==> config.mk <==
export PLATFORM = sky130hd
export DESIGN_NAME = mbist_march_top
export DESIGN_NICKNAME = d
export VERILOG_FILES = /design/src/rtl/mbist_pkg.sv /design/src/rtl/mbist_addr_gen.sv /design/src/rtl/mbist_fail_capture.sv /design/src/rtl/mbist_seq_fsm.sv /design/src/rtl/mbist_march_top.sv
export SDC_FILE = /design/constraint.sdc
export NUM_CORES = 1
export LEC_CHECK = 0
export ABC_AREA = 1
export BUFFER_PORTS_ARGS = -buffer_cell sky130_fd_sc_hd__buf_2
export CAP_MARGIN = 10
export CORE_ASPECT_RATIO = 1.2
export CORE_UTILIZATION = 40
export CTS_CLUSTER_SIZE = 10
export DETAILED_ROUTE_END_ITERATION = 12
export PLACE_DENSITY_LB_ADDON = 0.2
export SLEW_MARGIN = 20
export SYNTH_ARGS = -nofsm -noshare
export SYNTH_HDL_FRONTEND = slang
export SYNTH_SLANG_ARGS = --single-unit
==> constraint.sdc <==
create_clock -name clk -period 2.6 [get_ports clk]
set_clock_uncertainty 0.15 [all_clocks]
set_input_delay 0.26 -clock clk [delete_from_list [all_inputs] [get_ports clk]]
set_output_delay 0.26 -clock clk [all_outputs]
set_load 0.02 [all_outputs]
==> src/rtl/mbist_pkg.sv <==
package mbist_pkg;

  localparam int DATA_W    = 8;
  localparam int ELEM_W    = 4;
  localparam int NUM_ELEMS = 15;
  localparam logic [ELEM_W-1:0] LAST_ELEM = ELEM_W'(NUM_ELEMS - 1);

  typedef logic [DATA_W-1:0] word_t;
  typedef logic [ELEM_W-1:0] elem_t;

  typedef enum logic [1:0] {
    ST_IDLE,
    ST_RD,
    ST_CMP,
    ST_WR
  } mb_state_e;

  // Address order of an element: 1 = upward, 0 = downward
  function automatic logic elem_up(elem_t e);
    case (e)
      4'd3, 4'd4, 4'd5, 4'd7, 4'd9, 4'd11, 4'd13: elem_up = 1'b0;
      default:                                    elem_up = 1'b1;
    endcase
  endfunction

  // Word expected on the read of an element
  function automatic word_t elem_rexp(elem_t e);
    case (e)
      4'd2, 4'd4:         elem_rexp = 8'hFF;
      4'd6, 4'd8:         elem_rexp = 8'h55;
      4'd7:               elem_rexp = 8'hAA;
      4'd9, 4'd11:        elem_rexp = 8'h33;
      4'd10:              elem_rexp = 8'hCC;
      4'd12, 4'd14:       elem_rexp = 8'h0F;
      4'd13:              elem_rexp = 8'hF0;
      default:            elem_rexp = 8'h00;
    endcase
  endfunction

  // Word written by an element
  function automatic word_t elem_wdat(elem_t e);
    case (e)
      4'd1, 4'd3:         elem_wdat = 8'hFF;
      4'd5, 4'd7:         elem_wdat = 8'h55;
      4'd6:               elem_wdat = 8'hAA;
      4'd8, 4'd10:        elem_wdat = 8'h33;
      4'd9:               elem_wdat = 8'hCC;
      4'd11, 4'd13:       elem_wdat = 8'h0F;
      4'd12:              elem_wdat = 8'hF0;
      default:            elem_wdat = 8'h00;
    endcase
  endfunction

  function automatic logic elem_has_rd(elem_t e);
    elem_has_rd = (e != '0);
  endfunction

  function automatic logic elem_has_wr(elem_t e);
    elem_has_wr = (e != LAST_ELEM);
  endfunction

endpackage

==> src/rtl/mbist_addr_gen.sv <==
module mbist_addr_gen #(
  parameter int ADDR_W = 10
) (
  input  logic              clk,
  input  logic              rst,
  input  logic              load,
  input  logic              load_up,
  input  logic              step,
  input  logic              dir_up,
  output logic [ADDR_W-1:0] addr,
  output logic              last
);

  localparam logic [ADDR_W-1:0] ADDR_MAX = '1;

  always_ff @(posedge clk) begin
    if (rst) begin
      addr <= '0;
    end else if (load) begin
      addr <= load_up ? '0 : ADDR_MAX;
    end else if (step) begin
      addr <= dir_up ? addr + 1'b1 : addr - 1'b1;
    end
  end

  assign last = dir_up ? (addr == ADDR_MAX) : (addr == '0);

endmodule

==> src/rtl/mbist_fail_capture.sv <==
module mbist_fail_capture
  import mbist_pkg::*;
#(
  parameter int ADDR_W = 10
) (
  input  logic              clk,
  input  logic              rst,
  input  logic              clear,
  input  logic              cmp_en,
  input  word_t             exp_word,
  input  word_t             obs_word,
  input  logic [ADDR_W-1:0] addr,
  input  elem_t             elem,
  output logic              mismatch,
  output logic              fail,
  output logic [ADDR_W-1:0] fail_addr,
  output elem_t             fail_elem,
  output word_t             fail_exp,
  output word_t             fail_obs
);

  assign mismatch = cmp_en && (obs_word != exp_word);

  always_ff @(posedge clk) begin
    if (rst || clear) begin
      fail      <= 1'b0;
      fail_addr <= '0;
      fail_elem <= '0;
      fail_exp  <= '0;
      fail_obs  <= '0;
    end else if (mismatch && !fail) begin
      fail      <= 1'b1;
      fail_addr <= addr;
      fail_elem <= elem;
      fail_exp  <= exp_word;
      fail_obs  <= obs_word;
    end
  end

endmodule

==> src/rtl/mbist_seq_fsm.sv <==
module mbist_seq_fsm
  import mbist_pkg::*;
(
  input  logic  clk,
  input  logic  rst,
  input  logic  start,
  input  logic  last,
  input  logic  mismatch,
  output logic  load,
  output logic  load_up,
  output logic  step,
  output logic  dir_up,
  output logic  accept,
  output logic  cmp_en,
  output logic  mem_we,
  output logic  mem_re,
  output word_t wdata,
  output word_t exp_word,
  output elem_t elem,
  output logic  busy,
  output logic  done
);

  mb_state_e state;
  elem_t     elem_nx;

  assign elem_nx  = elem + 1'b1;
  assign accept   = (state == ST_IDLE) && start;
  assign dir_up   = elem_up(elem);
  assign load     = accept || ((state == ST_WR) && last);
  assign load_up  = accept ? 1'b1 : elem_up(elem_nx);
  assign step     = ((state == ST_WR) && !last) ||
                    ((state == ST_CMP) && !mismatch && !elem_has_wr(elem) && !last);
  assign cmp_en   = (state == ST_CMP);
  assign mem_we   = (state == ST_WR);
  assign mem_re   = (state == ST_RD);
  assign wdata    = elem_wdat(elem);
  assign exp_word = elem_rexp(elem);
  assign busy     = (state != ST_IDLE);

  always_ff @(posedge clk) begin
    if (rst) begin
      state <= ST_IDLE;
      elem  <= '0;
      done  <= 1'b0;
    end else begin
      case (state)
        ST_IDLE: begin
          if (start) begin
            state <= ST_WR;
            elem  <= '0;
            done  <= 1'b0;
          end
        end
        ST_RD: state <= ST_CMP;
        ST_CMP: begin
          if (mismatch) begin
            state <= ST_IDLE;
            done  <= 1'b1;
          end else if (elem_has_wr(elem)) begin
            state <= ST_WR;
          end else if (last) begin
            state <= ST_IDLE;
            done  <= 1'b1;
          end else begin
            state <= ST_RD;
          end
        end
        ST_WR: begin
          if (last) begin
            elem  <= elem_nx;
            state <= ST_RD;
          end else begin
            state <= elem_has_rd(elem) ? ST_RD : ST_WR;
          end
        end
        default: state <= ST_IDLE;
      endcase
    end
  end

endmodule

==> src/rtl/mbist_march_top.sv <==
module mbist_march_top
  import mbist_pkg::*;
#(
  parameter int ADDR_W = 10
) (
  input  logic              clk,
  input  logic              rst,
  input  logic              start,
  output logic [ADDR_W-1:0] mem_addr,
  output logic [7:0]        mem_wdata,
  output logic              mem_we,
  output logic              mem_re,
  input  logic [7:0]        mem_rdata,
  output logic              busy,
  output logic              done,
  output logic              fail,
  output logic [ADDR_W-1:0] fail_addr,
  output logic [3:0]        fail_elem,
  output logic [7:0]        fail_exp,
  output logic [7:0]        fail_obs
);

  logic  load, load_up, step, dir_up, last, accept, cmp_en, mismatch;
  word_t exp_word;
  elem_t elem;

  mbist_addr_gen #(.ADDR_W(ADDR_W)) u_addr (
    .clk     (clk),
    .rst     (rst),
    .load    (load),
    .load_up (load_up),
    .step    (step),
    .dir_up  (dir_up),
    .addr    (mem_addr),
    .last    (last)
  );

  mbist_seq_fsm u_fsm (
    .clk      (clk),
    .rst      (rst),
    .start    (start),
    .last     (last),
    .mismatch (mismatch),
    .load     (load),
    .load_up  (load_up),
    .step     (step),
    .dir_up   (dir_up),
    .accept   (accept),
    .cmp_en   (cmp_en),
    .mem_we   (mem_we),
    .mem_re   (mem_re),
    .wdata    (mem_wdata),
    .exp_word (exp_word),
    .elem     (elem),
    .busy     (busy),
    .done     (done)
  );

  mbist_fail_capture #(.ADDR_W(ADDR_W)) u_cap (
    .clk       (clk),
    .rst       (rst),
    .clear     (accept),
    .cmp_en    (cmp_en),
    .exp_word  (exp_word),
    .obs_word  (mem_rdata),
    .addr      (mem_addr),
    .elem      (elem),
    .mismatch  (mismatch),
    .fail      (fail),
    .fail_addr (fail_addr),
    .fail_elem (fail_elem),
    .fail_exp  (fail_exp),
    .fail_obs  (fail_obs)
  );

endmodule

==> results of run 1 <==
[synth_stat cells]
cell	instances	share of area (%)
nand2_1	86	9.8
dfxtp_1	64	39
inv_1	58	6.6
a21oi_1	46	7.0
o21ai_0	45	6.8
nor2_1	43	4.9
ha_1	18	6.8
nand3_1	18	2.7
xor2_1	16	4.2
clkbuf_1	11	1.2
nand2_2	9	1.7
nand3_2	4	1.2
nand4_1	3	0.57
a21o_1	2	0.45
buf_6	2	0.68
clkinv_1	2	0.23
inv_2	2	0.23
nand3_4	2	1.1
nand3b_1	2	0.45
nor3_1	2	0.30
o21bai_1	2	0.45
xnor2_1	2	0.53
a21boi_0	1	0.23
a21oi_2	1	0.26
and2_0	1	0.19
fa_1	1	0.61
inv_6	1	0.26
nand2_4	1	0.34
nand2_8	1	0.61
nor2_2	1	0.19
nor2_4	1	0.34
o21ai_1	1	0.15
or2_0	1	0.19
[through the flow]
step	cell area (sq um)	std cells	TNS [ns]	hold WS [ns]	setup slack [ns]
after global placement	3820	607	0	0.277	0.0647
after CTS	4010	623	0	0.0127	0.0112
after detailed placement	3820	607	-0.177	0.282	-0.0525
after floorplan	3320	450	0	0.179	0.0107
final	4180	629	0	0.0360	0.0627
after global routing	4180	629	-0.440	0.0511	-0.0485
[repair_timing]
action	CTS	global route
resized for setup	2	37
pin swaps	1	18
endpoints found under the setup margin	7	20
setup buffers	0	6
hold endpoints to repair	0	0
[metal layers]
layer / global-route usage [%] / vias to the layer above
met5: 0 / -
met4: 7.82 / 0
met3: 2.93 / 11
met2: 29.7 / 56
met1: 25.1 / 1331
li1: - / 1597
[worst max-delay path: stages, from the launching register on]
cell	delay (ns)
dfxtp_4	0.39
inv_1	0.08
ha_4	0.17
o21ai_2	0.14
buf_4	0.13
a21oi_4	0.06
buf_4	0.17
ha_1	0.31
a21o_1	0.19
o21ai_0	0.17
nand4_1	0.15
xnor2_1	0.15
a21oi_1	0.13
nor2_1	0.05
[sequential cells by signal, indices dropped and copies added, names as in the netlist]
name and cells:
u_cap.fail 1, u_cap.fail_addr 10, u_cap.fail_exp 8, u_fsm.wdata 8, u_cap.fail_obs 8, u_fsm.exp_word 8
u_fsm.elem 4, u_addr.addr 10, u_cap.fail_elem 4, u_fsm.done 1, u_fsm.state 2
[kinds of logic after synthesis]
group,count (synthesis)
AO/OA/AOI/OAI,98
buffers and inverters,76
AND/OR/NAND/NOR,175
flip-flops,64
XOR/XNOR,18
adder cells (fa/ha/maj),19
[path summary, 6_finish.rpt]
| kind | from | end | slack [ns] | depth (start not counted) |
|---|---|---|---|---|
| max | u_fsm.elem[0] | u_addr.addr[9] | 0.06 | 13 |
| max reg2reg | u_fsm.elem[0] | u_addr.addr[9] | 0.06 | 13 |
| min reg2reg | u_cap.fail_addr[9] | u_cap.fail_addr[9] | 0.29 | 2 |
| min | rst | u_fsm.done | 0.04 | 2 |
[final cells by class]
type                            count  area share, %
Inverter                           63           5.90
Multi-Input combinational cell    310           44.4
Timing Repair Buffer               84           11.8
Sequential cell                    64           30.8
Clock buffer                       10           3.29
Clock inverter                      6           1.05
Tap cell                           92           2.75
[power by group]
| group | internal, mW | switching (mW) |
|---|---|---|
| Sequential | 1.17 | 0.131 |
| Combinational | 0.538 | 0.906 |
| Clock | 0.375 | 0.417 |
| Total | 2.08 | 1.45 |
==> qor.txt, run 1 <==
status: finished, final reports clean
Top-Level Pins: 64
Worst Path Max Fanout: 6
Cell Area, Synth: 3310 sq um
area grow syn2layout: 26.4%
Synth Area in Compound Gates: 15.3%
number of global-route vias before repair: 2752
CTS Buf Count: 9
CTS Sinks: 64
Synth Area in Simple Gates: 24.5%
die area: 8640 sq um
#FFs+latches synth: 64
Worst Setup Path Type: flop to flop
post-synthesis mux area share: 0%
Die W: 85 microns
Worst VDD drop: 0.286 mV
endpoints failing hold: 0
f_max: 394 MHz
Pre-antenna DRT Iters: 4
Clock Path Buffers: 2
highest routed metal layer: met4
wl on met1: 3.81 mm
Yosys cell types: 33
adder-cell share of the synthesized area: 7.42%
met2 routed WL: 3.51 mm
RSZ-0062 raised after global routing: true
TritonCTS clock tree: done
sequential share of the synthesized area: 38.7%
Pwr Density: 846 nW/um^2
slew margin rel.: 74.6%
Pins Over Slew Limit: 0
WL met3: 281 microns
Worst-Margin Slew: 0.380 ns
critical path startpoint category: flop
Multi-input gate area: 1860 sq um
Critical Path Sink Type: flop
fin nets: 562
Final min period: 2.54 ns
Critical Path RT: 2.69 ns
initial core utilization: 42.2%
Std-Cell Rows: 35
DP HPWL: 5.61 mm
Root Buffer: clkbuf_8
final setup fails: 0
Net Count, Synth: 480
Fill cells: 790
utilization after layout: 53.3%
gpl congestion: 0.871
gr usage total: 18.6%
Warnings, synthesis: 0
number of DRC markers in iteration 0: 110
share of cells above drive strength 1: 28.3%
period utilization: 97.6%
H-Tree Depth: 3
Syn Inst Count: 450
pin count of the biggest net entering global routing: 62
post-synthesis xor/xnor area fraction: 4.77%
first-pass GRT wire length: 12.7 mm
arrival time worst endpoint: 2.63 ns
number of vias per cell: 4.76
Syn Area/Cell: 7.35 sq um
register area: 1290 sq um
Post-CTS Hold Buffers: 0
Post-route DRC: 0
Final Total Pwr: 3.53 mW
drt wl/cell: 12.3 microns
HP Class: input port to flop
Ant. Diodes: 0
Clock Pin Slew Worst Setup and Hold Paths: 0.08 ns
core area: 7840 sq um
total number of vias: 2995
IO buf count: 63
Chip Height: 102 microns
commonest non-fill, non-tap cell in the layout: nand2_1
Routed Antenna Nets: 0
total gr overflow: 0
initial antenna violation count: 0
Max-cap violations: 0
largest family of logic cells by synthesized area: simple AND/OR/NAND/NOR gates
clk_lat worst skew: 0.35 ns
static leakage: 2.05 nW
total wire length: 7.72 mm
most frequent cells in the layout: nand2_1, buf_2, dfxtp_1, inv_1, o21ai_0
No activity file was read; power rests on OpenSTA's default activity.
==> run 2: changes to the inputs <==
--- a/config.mk
+++ b/config.mk
@@ -5,7 +5,6 @@
 export SDC_FILE = /design/constraint.sdc
 export NUM_CORES = 1
 export LEC_CHECK = 0
-export ABC_AREA = 1
 export BUFFER_PORTS_ARGS = -buffer_cell sky130_fd_sc_hd__buf_2
 export CAP_MARGIN = 10
 export CORE_ASPECT_RATIO = 1.2
@@ -13,6 +12,7 @@
 export CTS_CLUSTER_SIZE = 10
 export DETAILED_ROUTE_END_ITERATION = 12
 export PLACE_DENSITY_LB_ADDON = 0.2
+export RECOVER_POWER = 100
 export SLEW_MARGIN = 20
 export SYNTH_ARGS = -nofsm -noshare
 export SYNTH_HDL_FRONTEND = slang
==> qor.txt, run 2 <==
slew margin rel.: 57.7% (-17 points)
number of DRC markers in iteration 0: 107 (-2.7%)
Std-Cell Rows: 36 (+2.9%)
failing checks: negative setup slack
commonest non-fill, non-tap cell in the layout: buf_4
Top-Level Pins: 64 (unchanged)
f_max: 339 MHz (-14%)
async set or reset register ratio after synthesis: 0% (unchanged)
Yosys cell types: 59 (+79%)
final setup fails: 26 (+26)
total gr overflow: 0 (unchanged)
Warnings, synthesis: 0 (unchanged)
gpl congestion: 0.993 (+14%)
period utilization: 113% (+16 points)
DP Area: 4420 sq um (+16%)
share of cells above drive strength 1: 38.4% (+10 points)
clk_lat worst skew: 0.35 ns (about the same)
Critical Path Sink Type: flop
final worst slack: -0.348 ns (-0.411 ns)
TritonCTS clock tree: done
sequential share of the synthesized area: 37.9% (-0.83 points)
Setup TNS Final: -6.02 ns (-6.02 ns)
Post-CTS Hold Buffers: 0 (unchanged)
Net Count, Synth: 410 (-15%)
Clock Path Buffers: 2 (unchanged)
Final min period: 2.95 ns (+0.411 ns)
Ant. Diodes: 0 (unchanged)
Root Buffer: clkbuf_8
arrival time worst endpoint: 3.02 ns (+0.39 ns)
H-Tree Depth: 3 (unchanged)
static leakage: 1.99 nW (-2.9%)
Die W: 85.9 microns (+1.1%)
Synth top cells by count: nor2_1, dfxtp_1, mux2i_1
Syn Area/Cell: 8.89 sq um (+21%)
most common cell in the netlist: nor2_1
Yosys top cell area share: 37.9% (-0.83 points)
first-pass GRT wire length: 15.3 mm (+20%)
Worst-Margin Slew: 0.634 ns (+0.253 ns)
CTS Buf Count: 9 (unchanged)
status: complete, but fails checks
worst hold slack: 0.0290 ns (-0.00701 ns)
Final Total Pwr: 2.58 mW (-27%)
RSZ-0062 raised after global routing: true
Clock Pin Slew Worst Setup and Hold Paths: 0.08 ns (about the same)
endpoints failing hold: 0 (unchanged)
total number of vias: 3343 (+12%)
Area contributors post-synth: dfxtp_1, mux2i_1, nor2_1, ha_1, xnor2_1
Syn Inst Count: 380 (-16%)
gr usage total: 22.5% (+3.8 points)
Post-route DRC: 0 (unchanged)
#FFs+latches synth: 64 (unchanged)
Pre-antenna DRT Iters: 4 (unchanged)
IO buf count: 63 (unchanged)
Post-synth top flop: dfxtp_1
Max-cap violations: 0 (unchanged)
Chip Height: 103 microns (+1.1%)
total wire length: 9.91 mm (+28%)
core area: 8150 sq um (+4.0%)
number of vias per cell: 5.20 (+9.2%)
initial antenna violation count: 0 (unchanged)
DP HPWL: 6.86 mm (+22%)
Pins Over Slew Limit: 0 (unchanged)
number of enable flip-flop cells after synthesis: 0 (unchanged)
most frequent cells in the layout: buf_4, nor2_1, dfxtp_1, clkbuf_1, mux2i_1
die area: 8820 sq um (+2.2%)
Cell Area, Synth: 3380 sq um (+2.2%)
Pwr Density: 502 nW/um^2 (-41%)
Worst Setup Path Type: flop to flop
critical path startpoint category: flop
pin count of the biggest net entering global routing: 33 (-47%)
number of global-route vias before repair: 3259 (+18%)
HP Class: input port to flop
Routed Antenna Nets: 0 (unchanged)
Worst VDD drop: 0.250 mV (-13%)
area grow syn2layout: 52.5%
fin nets: 554 (-1.4%)
initial core utilization: 41.5% (-0.73 points)
Largest regs: u_addr.addr (10), u_cap.fail_addr (10)
Worst Path Max Fanout: 7 (+1)
post-synth top area cell: dfxtp_1
Finished Cell Area: 5150 sq um (+23%)
drt wl/cell: 15.4 microns (+26%)
Critical Path RT: 2.67 ns (-0.02 ns)
CTS Sinks: 64 (unchanged)
utilization after layout: 63.2% (+9.9 points)
[run 2: cell count changes in the layout (fill, tap and decap cells not counted), sizes merged, moves of 6 or more]
cell / before / now
nand2b: 0 / 9
mux2i: 0 / 33
a21oi: 47 / 23
o21ai: 46 / 12
nor2: 45 / 73
nor4: 0 / 6
a211oi: 0 / 16
nand2: 97 / 11
inv: 62 / 13
xor2: 16 / 2
xnor2: 2 / 16
nand3: 24 / 5
clkbuf: 10 / 65
buf: 84 / 97
[run 2: layer usage]
layer	vias to the layer above	part of all wire, %	track usage (%)
met2	98	53	42.4
met5	-	0	0
li1	1630	-	-
met1	1578	39	23.8
met4	0	3.8	11.5
met3	37	3.9	4.24
[run 2: through the flow]
step | setup WS (ns) | cells
6_report | -0.348 | 643
5_1_grt | -0.474 | 643
4_1_cts | -0.208 | 632
3_5_place_dp | -0.437 | 603
3_3_place_gp | -0.405 | 603
2_1_floorplan | -0.322 | 380
[run 2: logic make-up after synthesis]
kind of cell	count (synthesis)	share of synthesized area, %
AND/OR/NAND/NOR	136	19.6
AO/OA/AOI/OAI	75	14.9
flip-flops	64	37.9
multiplexers	37	11.6
buffers and inverters	31	4.04
adder cells (fa/ha/maj)	19	7.26
XOR/XNOR	18	4.66
[run 2: timing repair]
item	CTS	global route
pin swaps	34	24
buffers inserted	14	10
gates resized for setup	41	38
gates cloned	0	1
setup endpoints to repair	26	26
[run 2: path summary, 6_finish.rpt]
path / to / cells past startpoint / from / slack, ns
min reg2reg: u_cap.fail_addr[0] / 2 / u_cap.fail_addr[0] / 0.34
max reg2reg: u_fsm.wdata[2] / 15 / u_fsm.elem[1] / -0.35
max: u_fsm.wdata[2] / 15 / u_fsm.elem[1] / -0.35
min: u_cap.fail_obs[3] / 3 / mem_rdata[3] / 0.03
[run 2: power by group]
part / internal (mW) / leakage [nW] / switching (mW)
Clock: 0.472 / 0.103 / 0.416
Sequential: 1.02 / 0.520 / 0.0353
Combinational: 0.274 / 1.37 / 0.364
[run 2: cell type report]
| type | count | area, sq um |
|---|---|---|
| fillers | 704 | 3000 |
| multi-input cells | 285 | 2420 |
| flip-flops and latches | 64 | 1290 |
| repair buffers | 152 | 1030 |
| well taps | 114 | 143 |
| clock buffers | 10 | 138 |
| clock inverters | 6 | 66.3 |
| inverters | 12 | 62.6 |
[run 2: worst max-delay path, cell delays in order (launching register included)]
cell     delay (ns)
dfxtp_4        0.36
inv_4          0.06
ha_4           0.14
and3b_2        0.22
nor3_4         0.17
buf_6          0.16
mux2i_4        0.29
o21ai_4        0.12
nor2_4         0.13
a31oi_4        0.05
or2_4          0.27
ha_4           0.19
buf_12         0.12
a21oi_4        0.19
buf_6          0.15
a31oi_4        0.03
==> run 3: changes to the inputs <==
--- a/config.mk
+++ b/config.mk
@@ -8,6 +8,7 @@
 export BUFFER_PORTS_ARGS = -buffer_cell sky130_fd_sc_hd__buf_2
 export CAP_MARGIN = 10
 export CORE_ASPECT_RATIO = 1.2
+export CORE_MARGIN = 2
 export CORE_UTILIZATION = 40
 export CTS_CLUSTER_SIZE = 10
 export DETAILED_ROUTE_END_ITERATION = 12
==> qor.txt, run 3 (same netlist as run 2, synthesis figures left out) <==
status: complete, but fails checks
failing checks: negative setup slack
final setup fails: 23 (-12%)
f_max: 358 MHz (+5.5%)
Worst VDD drop: 0.303 mV (+21%)
Setup TNS Final: -2.73 ns (+3.29 ns)
most frequent cells in the layout: nor2_1, buf_4, dfxtp_1, clkbuf_1, mux2i_1
DP Area: 4390 sq um (-0.62%)
Root Buffer: clkbuf_8
slew margin rel.: 58.7% (+0.94 points)
endpoints failing hold: 0 (unchanged)
part of the power in registers: 41.3% (+0.3 points)
Sw Share: 31.1% (-0.39 points)
Worst Path Max Fanout: 5 (-2)
final worst slack: -0.196 ns (+0.152 ns)
Top-Level Pins: 64 (unchanged)
hold path depth: 3 (unchanged)
Pins Over Slew Limit: 0 (unchanged)
TritonCTS clock tree: done
Final min period: 2.80 ns (-0.152 ns)
die area: 9200 sq um (+4.3%)
fin nets: 544 (-1.8%)
HP Class: input port to flop
number of global-route vias before repair: 3158 (-3.1%)
critical path startpoint category: flop
Largest regs: u_addr.addr (10), u_cap.fail_addr (10)
H-Tree Depth: 3 (unchanged)
Clock Pin Slew Worst Setup and Hold Paths: 0.07 ns (about the same)
arrival time worst endpoint: 2.88 ns (-0.14 ns)
DP HPWL: 6.75 mm (-1.7%)
CTS Sinks: 64 (unchanged)
Chip Height: 105 microns (+1.9%)
commonest non-fill, non-tap cell in the layout: nor2_1
CTS Buf Count: 9 (unchanged)
Routed Antenna Nets: 0 (unchanged)
Fill cells: 700 (-0.57%)
initial antenna violation count: 0 (unchanged)
Gate power share: 25.2% (+0.5 points)
gr usage total: 21.0% (-1.5 points)
Finished Cell Area: 5010 sq um (-2.7%)
Ant. Diodes: 0 (unchanged)
number of DRC markers in iteration 0: 103 (-3.7%)
Die W: 87.9 microns (+2.3%)
Psw: 0.799 mW (-1.9%)
area grow syn2layout: 48.3%
RSZ-0062 raised after global routing: true
Post-route DRC: 0 (unchanged)
period utilization: 108% (-5.9 points)
core area: 8150 sq um (unchanged)
total number of vias: 3218 (-3.7%)
Pwr Density: 512 nW/um^2 (+2.1%)
cell depth of the worst flop-to-flop path: 15 (unchanged)
total gr overflow: 0 (unchanged)
Worst-Margin Slew: 0.620 ns (-0.0142 ns)
Clock Path Buffers: 2 (unchanged)
number of vias per cell: 5.08 (-2.2%)
drt wl/cell: 15.6 microns (+1.0%)
first-pass GRT wire length: 15.1 mm (-0.95%)
pin count of the biggest net entering global routing: 33 (unchanged)
worst hold slack: 0.0286 ns (-0.000370 ns)
share of cells above drive strength 1: 35.6% (-2.7 points)
Worst Setup Path Type: flop to flop
Critical Path Sink Type: flop
Pint: 1.77 mW (-0.15%)
Clock Power Share: 33.5% (-0.9 points)
Pre-antenna DRT Iters: 4 (unchanged)
pre-CTS setup slack: -0.393 ns (+0.0445 ns)
gpl congestion: 0.936 (-5.7%)
Max-cap violations: 0 (unchanged)
total wire length: 9.85 mm (-0.56%)
static leakage: 1.91 nW (-3.9%)
clk_lat worst skew: 0.35 ns (about the same)
initial core utilization: 41.5% (unchanged)
Critical Path RT: 2.68 ns (about the same)
IO buf count: 63 (unchanged)
Std-Cell Rows: 36 (unchanged)
[run 3: power by group through the flow]
stage	sequential, mW	clock [mW]	combinational (mW)
after detailed placement	1.08	0	0.570
after global routing	1.07	0.921	0.692
after global placement	1.08	0	0.567
after floorplan	1.14	0	0.283
final	1.06	0.860	0.646
after CTS	1.06	0.880	0.602
[run 3: through the flow]
stage | util, % | instances | total power, mW
2_1_floorplan | - | 380 | 1.43
3_3_place_gp | 53.9 | 601 | 1.65
3_5_place_dp | 53.9 | 601 | 1.65
4_1_cts | 60.5 | 628 | 2.54
5_1_grt | 61.5 | 633 | 2.68
6_report | 61.5 | 633 | 2.57
[run 3: path summary, 6_finish.rpt]
kind                                    startpoint                  to  slack (ns)
worst min-delay path                  mem_rdata[1]   u_cap.fail_obs[1]        0.03
worst max-delay path                 u_fsm.elem[1]      u_fsm.wdata[3]       -0.20
worst max register to register       u_fsm.elem[1]      u_fsm.wdata[3]       -0.20
worst min register to register  u_cap.fail_elem[3]  u_cap.fail_elem[3]        0.35
[run 3: critical path, stage by stage, from the launching register on]
cell      delay, ns
dfxtp_4        0.35
inv_4          0.06
ha_4           0.17
and3b_1        0.20
nor3_4         0.16
buf_6          0.16
mux2i_4        0.24
o21ai_2        0.10
nor2_1         0.12
a31oi_2        0.06
or2_4          0.28
ha_4           0.19
buf_6          0.12
nor2_4         0.12
o21ai_2        0.07
a21boi_1       0.13
[run 3: final cells by class]
| cell class | instances | area, sq um | share of cell area (%) |
|---|---|---|---|
| Multi-Input combinational cell | 285 | 2400 | 47.8 |
| Sequential cell | 64 | 1290 | 25.7 |
| Timing Repair Buffer | 142 | 925 | 18.5 |
| Tap cell | 114 | 143 | 2.85 |
| Clock buffer | 11 | 141 | 2.82 |
| Inverter | 12 | 60.1 | 1.20 |
| Clock inverter | 5 | 56.3 | 1.12 |
[run 3: timing repair]
action | 4_1_cts | 5_1_grt
setup endpoints to repair | 27 | 26
buffers inserted | 12 | 4
gates cloned | 0 | 2
hold buffers | 0 | 0
pin swaps | 29 | 8
gates resized for setup | 52 | 20
[run 3: metal layers]
layer,vias up,GRT usage (%),routed length (microns),part of all wire (%)
met3,14,4.82,351,3.6
met2,77,38.7,5320,54
met5,-,0,0,0
li1,1607,-,-,-
met1,1520,23.1,3960,40
met4,0,6.37,218,2.2
